--- src/rtl/cluster_pmu.sv ---
module cluster_pmu #(
  parameter int          NUM_EVT   = 6,
  parameter logic [7:0]  ID_CODE   = 8'h2a,
  parameter logic [7:0]  IMPL_CODE = 8'h5c,
  parameter logic [63:0] SUPPORT   = 64'h0000_0003_e202_0821
) (
  input  logic        clk,
  input  logic        rst,
  input  logic        reg_wr,
  input  logic        reg_rd,
  input  logic [3:0]  reg_addr,
  input  logic [31:0] reg_wdata,
  output logic [31:0] reg_rdata,
  input  logic [63:0] evt_in,
  output logic        irq
);
  localparam logic [3:0] A_CTRL = 4'd0, A_ENS = 4'd1, A_ENC = 4'd2, A_IES = 4'd3,
                         A_IEC = 4'd4, A_OVF = 4'd5, A_SEL = 4'd6, A_VAL = 4'd7,
                         A_TYP = 4'd8, A_CYL = 4'd9, A_CYH = 4'd10, A_SP0 = 4'd11,
                         A_SP1 = 4'd12;
  localparam logic [31:0] VMASK = ((32'd1 << NUM_EVT) - 32'd1) | 32'h8000_0000;
  localparam logic [7:0]  EV_CYC = 8'h11, EV_CHAIN = 8'h1e;

  logic        gen_en;
  logic [31:0] cnt_en, int_en, ovf, new_ovf;
  logic [4:0]  sel;
  logic [63:0] cyc;
  logic [NUM_EVT-1:0] wrap_v;
  logic [31:0] cnt_q [NUM_EVT];
  logic [7:0]  code_q [NUM_EVT];

  wire wr_ctrl  = reg_wr && reg_addr == A_CTRL;
  wire p_clr    = wr_ctrl && reg_wdata[1];
  wire c_clr    = wr_ctrl && reg_wdata[2];
  wire sel_ok   = sel < 5'(NUM_EVT);
  wire ovf_read = reg_rd && reg_addr == A_OVF;

  for (genvar i = 0; i < NUM_EVT; i++) begin : g_ctr
    logic [31:0] val;
    logic [7:0]  code;
    logic        link, src, hit, wr_val, wrap;
    if (i % 2 == 1) begin : g_odd
      assign link = g_ctr[i-1].wrap;
    end else begin : g_even
      assign link = 1'b0;
    end
    assign src    = (code == EV_CYC) ? 1'b1 :
                    (code == EV_CHAIN) ? link :
                    (code[7:6] == 2'b00) ? evt_in[code[5:0]] : 1'b0;
    assign hit    = gen_en && cnt_en[i] && src;
    assign wr_val = reg_wr && reg_addr == A_VAL && sel == 5'(i);
    assign wrap   = hit && (&val) && !wr_val && !p_clr;
    assign wrap_v[i] = wrap;
    assign cnt_q[i]  = val;
    assign code_q[i] = code;

    always_ff @(posedge clk) begin
      if (rst) begin
        val  <= '0;
        code <= '0;
      end else begin
        if (p_clr)       val <= '0;
        else if (wr_val) val <= reg_wdata;
        else if (hit)    val <= val + 32'd1;
        if (reg_wr && reg_addr == A_TYP && sel == 5'(i)) code <= reg_wdata[7:0];
      end
    end

    assert_frozen_R1: assert property (@(posedge clk) disable iff (rst)
      (!gen_en && !reg_wr) |=> $stable(val));
    assert_wrap_flag_R7: assert property (@(posedge clk) disable iff (rst)
      wrap |=> ovf[i]);
    assert_pzero_R2: assert property (@(posedge clk) disable iff (rst)
      p_clr |=> (val == 32'd0));
  end

  wire cyc_hit  = gen_en && cnt_en[31];
  wire cyc_wr   = reg_wr && (reg_addr == A_CYL || reg_addr == A_CYH);
  wire cyc_wrap = cyc_hit && (&cyc) && !cyc_wr && !c_clr;

  always_comb begin
    new_ovf = '0;
    new_ovf[NUM_EVT-1:0] = wrap_v;
    new_ovf[31] = cyc_wrap;
  end

  always_ff @(posedge clk) begin
    if (rst) begin
      gen_en <= 1'b0;
      cnt_en <= '0;
      int_en <= '0;
      ovf    <= '0;
      sel    <= '0;
      cyc    <= '0;
    end else begin
      ovf <= (ovf_read ? 32'd0 : ovf) | new_ovf;
      if (c_clr)                              cyc <= '0;
      else if (reg_wr && reg_addr == A_CYL)   cyc <= {cyc[63:32], reg_wdata};
      else if (reg_wr && reg_addr == A_CYH)   cyc <= {reg_wdata, cyc[31:0]};
      else if (cyc_hit)                       cyc <= cyc + 64'd1;
      if (reg_wr) begin
        case (reg_addr)
          A_CTRL: gen_en <= reg_wdata[0];
          A_ENS:  cnt_en <= cnt_en | (reg_wdata & VMASK);
          A_ENC:  cnt_en <= cnt_en & ~(reg_wdata & VMASK);
          A_IES:  int_en <= int_en | (reg_wdata & VMASK);
          A_IEC:  int_en <= int_en & ~(reg_wdata & VMASK);
          A_SEL:  sel    <= reg_wdata[4:0];
          default: ;
        endcase
      end
    end
  end

  assign irq = |(ovf & int_en);

  always_comb begin
    case (reg_addr)
      A_CTRL:  reg_rdata = {IMPL_CODE, ID_CODE, 5'(NUM_EVT), 10'd0, gen_en};
      A_ENS, A_ENC: reg_rdata = cnt_en;
      A_IES, A_IEC: reg_rdata = int_en;
      A_OVF:   reg_rdata = ovf;
      A_SEL:   reg_rdata = {27'd0, sel};
      A_VAL:   reg_rdata = sel_ok ? cnt_q[sel] : 32'd0;
      A_TYP:   reg_rdata = sel_ok ? {24'd0, code_q[sel]} : 32'd0;
      A_CYL:   reg_rdata = cyc[31:0];
      A_CYH:   reg_rdata = cyc[63:32];
      A_SP0:   reg_rdata = SUPPORT[31:0];
      A_SP1:   reg_rdata = SUPPORT[63:32];
      default: reg_rdata = 32'd0;
    endcase
  end

  assert_read_clears_R8: assert property (@(posedge clk) disable iff (rst)
    (ovf_read && new_ovf == 32'd0) |=> (ovf == 32'd0));
  assert_irq_drop_R9: assert property (@(posedge clk) disable iff (rst)
    $fell(irq) |-> ($past(ovf_read) || $past(reg_wr && reg_addr == A_IEC)));
  assert_cyc_frozen_R1: assert property (@(posedge clk) disable iff (rst)
    (!gen_en && !reg_wr) |=> $stable(cyc));
endmodule

--- config.mk ---
export PLATFORM = sky130hd
export DESIGN_NAME = cluster_pmu
export DESIGN_NICKNAME = d
export VERILOG_FILES = /design/src/rtl/cluster_pmu.sv
export SDC_FILE = /design/constraint.sdc
export NUM_CORES = 1
export LEC_CHECK = 0
export BUFFER_PORTS_ARGS = -buffer_cell sky130_fd_sc_hd__clkbuf_2
export CORE_MARGIN = 2
export CORE_UTILIZATION = 40
export CTS_CLUSTER_SIZE = 30
export DETAILED_ROUTE_END_ITERATION = 6
export PLACE_DENSITY = 0.68
export SYNTH_ARGS = -nofsm -noshare
export SYNTH_HDL_FRONTEND = slang
export SYNTH_SLANG_ARGS = --single-unit
--- constraint.sdc ---
create_clock -name clk -period 7.5 [get_ports clk]
set_input_delay 0 -clock clk [delete_from_list [all_inputs] [get_ports clk]]
set_output_delay 0 -clock clk [all_outputs]
set_load 0.01 [all_outputs]
==> flow_metrics.env <==
export IMPL_cp_arrival_ns=4.85
export IMPL_die_area_um2=61100
export IMPL_final_max_slew_viol_count=0
export IMPL_grt_usage=0.290
export IMPL_antenna_found_initial=6
export IMPL_first_pass_iters=5
export IMPL_clk_latency_ns=0.57
export IMPL_tns_ns=0
export IMPL_clock_sinks=331
export IMPL_path_max_fanout=65
export IMPL_post_cts_resized=0
export IMPL_synthTopCellsByCount="dfxtp_1, a21oi_1, o21ai_0"
export IMPL_synth_top_cell_by_area="dfxtp_1"
export IMPL_drc_errors=0
export IMPL_wire_per_inst_um=24.6
export IMPL_whs_path_depth=3
export IMPL_nNetsFinal=2999
export IMPL_crit_type="reg2reg"
export IMPL_initial_core_util=0.402
export IMPL_maxSlewHeadroom=0.186
export IMPL_crit_path_end_kind="flip-flop"
export IMPL_synth_edf_count=0
export IMPL_synth_fp_nets=3018
export IMPL_leakagePower_nw=8.21
export IMPL_io_buffer_count=136
export IMPL_avgSynthCellArea_um2=8.14
export IMPL_vias=24300
export IMPL_grt_max_degree=89
export IMPL_cts_root_buf="clkbuf_16"
export IMPL_ys_warn_count=0
export IMPL_synthDistinctLibCells=75
export IMPL_maxCapViolCount=0
export IMPL_ir_drop_uv=130
export IMPL_drtIter0Drc=3080
export IMPL_async_flop_share=0
export IMPL_cts_max_path_buffers=3
export IMPL_worstPathRequired_ns=7.92
export IMPL_rows=89
export IMPL_ys_top_cells_by_area="dfxtp_1, mux4_2, a21oi_1"
export IMPL_gp_congestion=0.995
export IMPL_seqCellArea_um2=6630
export IMPL_finalNonFillerCells=3695
export IMPL_drive_gt1_frac=0.146
export IMPL_hold_viol_final=0
export IMPL_period_needed_ns=4.43
export IMPL_ctsHoldBuffers=20
export IMPL_rrSetupSlack_ns=3.07
export IMPL_h_tree_depth=2
export IMPL_die_h_um=247
export IMPL_yosysMostFrequentCell="dfxtp_1"
export IMPL_ys_ff_latch=331
export IMPL_synthCells=2907
export IMPL_vias_per_cell=6.57
export IMPL_cts_tree="yes"
export IMPL_finalClockSkew_ns=0.0175
export IMPL_boundaryPins=137
export IMPL_setup_viol=0
export IMPL_hold_ws_ns=0.00730
export IMPL_area_delta_synth_final_pct=11.3
export IMPL_r2r_cells=9
export IMPL_place_ws_ns=3.18
export IMPL_power_density_nw_per_um2=163
export IMPL_hold_class="in2reg"
export IMPL_hpwl_mm=63.8
export IMPL_place_area_um2=24700
export IMPL_grt_overflow_total=0
export IMPL_multiInputGateArea_um2=16000
export IMPL_fmax_ghz=0.226
export IMPL_die_width_um=247
export IMPL_grt_pass1_wl_mm=137
export IMPL_syn_cell_area_um2=23700
export IMPL_fillCellCount=5886
export IMPL_grt_pass1_vias=21900
export IMPL_ys_flop_type="dfxtp_1"
export IMPL_core_area_um2=58800
export IMPL_cts_setup_buffers=0
export IMPL_yosysSeqAreaShare=0.280
export IMPL_final_util=0.448
export IMPL_numCtsBuffers=41
export IMPL_ant_nets=0
export IMPL_netlist_area_leader_share=0.280
export IMPL_power_mw=4.28
export IMPL_clk_pin_slew_ns=0.06
export IMPL_fin_crit_sh=0.590
export IMPL_cp_start_kind="flip-flop"
export IMPL_fin_area_um2=26300
export IMPL_dp_cells=3598
export IMPL_layout_setup_ws_ns=3.07
export IMPL_routed_wl_mm=90.9
export IMPL_rsz0062_at_grt="false"
export IMPL_worst_pin_slew_ns=1.21
export IMPL_outcome="finished, final reports clean"
path summary, 6_finish.rpt:
| path | start | end |
|---|---|---|
| hold / removal | reg_wdata[20] | g_ctr[5].val[20] |
| hold reg to reg | g_ctr[4].code[6] | g_ctr[4].code[6] |
| setup / recovery | sel[2] | g_ctr[5].val[1] |
| setup reg to reg | sel[2] | g_ctr[5].val[1] |
placed cells by master (no fill, tap or decap), types with 11 or more instances in the layout:
master / synthesis / layout
o21ai_0: 284 / 283
clkbuf_16: 0 / 44
o2111ai_1: 33 / 33
dfxtp_1: 331 / 329
clkbuf_2: 1 / 136
mux4_2: 131 / 131
or4_1: 13 / 13
mux2i_1: 75 / 75
a31oi_1: 29 / 29
buf_4: 6 / 44
nand4_1: 71 / 71
and4_1: 33 / 33
nor3_1: 48 / 48
a211oi_1: 45 / 44
a221oi_1: 32 / 32
nor4_1: 24 / 24
xnor2_1: 53 / 53
and3_1: 70 / 69
or3_1: 16 / 16
o22ai_1: 18 / 18
o31ai_1: 20 / 19
nand3_1: 141 / 138
or2_2: 11 / 11
nand2b_1: 14 / 14
nor2_1: 193 / 192
a22oi_1: 53 / 53
xor2_1: 123 / 123
nand2_1: 236 / 235
o211ai_1: 30 / 30
inv_1: 25 / 25
dlygate4sd3_1: 0 / 20
a22o_1: 19 / 19
nor2b_1: 24 / 22
a21oi_1: 325 / 321
and2_1: 23 / 23
state kept, by name, summed over array words and instances, names as in the netlist, named ones only:
name	cells
g_ctr.val	192
ovf	7
g_ctr.code	48
sel	5
gen_en	1
cyc	64
metal layers:
| layer | part of all wire | GRT usage | vias to the layer above | routed length, um |
|---|---|---|---|---|
| met5 | 0.00040 | 0 | - | 36 |
| met4 | 0.043 | 0.112 | 6 | 3880 |
| met3 | 0.12 | 0.0629 | 235 | 11100 |
| met2 | 0.43 | 0.433 | 1536 | 39500 |
| met1 | 0.40 | 0.406 | 11500 | 36500 |
| li1 | - | - | 11000 | - |
layout make-up:
| cell class | instances | share of cell area |
|---|---|---|
| flip-flops and latches | 331 | 0.252 |
| repair buffers | 200 | 0.0460 |
| diodes | 1 | 0.0000950 |
| clock inverters | 15 | 0.00718 |
| well taps | 773 | 0.0367 |
| clock buffers | 61 | 0.0477 |
| inverters | 25 | 0.00356 |
| multi-input cells | 2289 | 0.607 |
critical path: stages, from the launching register on:
cell      delay, ns
dfxtp_1        0.87
nor4bb_1       0.84
nand3_2        0.12
buf_4          0.34
and3_1         0.26
and3_1         0.14
o311a_1        0.37
o21ai_0        0.98
mux2i_1        0.27
a21oi_1        0.08
kinds of logic after synthesis:
logic type,after synthesis,synth area share
XOR/XNOR,176,0.0652
AND/OR/NAND/NOR,945,0.201
adder cells (fa/ha/maj),7,0.00370
flip-flops,331,0.280
buffers and inverters,287,0.0474
multiplexers,215,0.161
AO/OA/AOI/OAI,946,0.242
power breakdown:
| part | switching (mW) | total [mW] | internal (mW) |
|---|---|---|---|
| clock network | 0.840 | 2.14 | 1.30 |
| logic | 0.240 | 0.358 | 0.118 |
| registers | 0.0181 | 1.79 | 1.77 |
(Power assumes the default switching activity.)
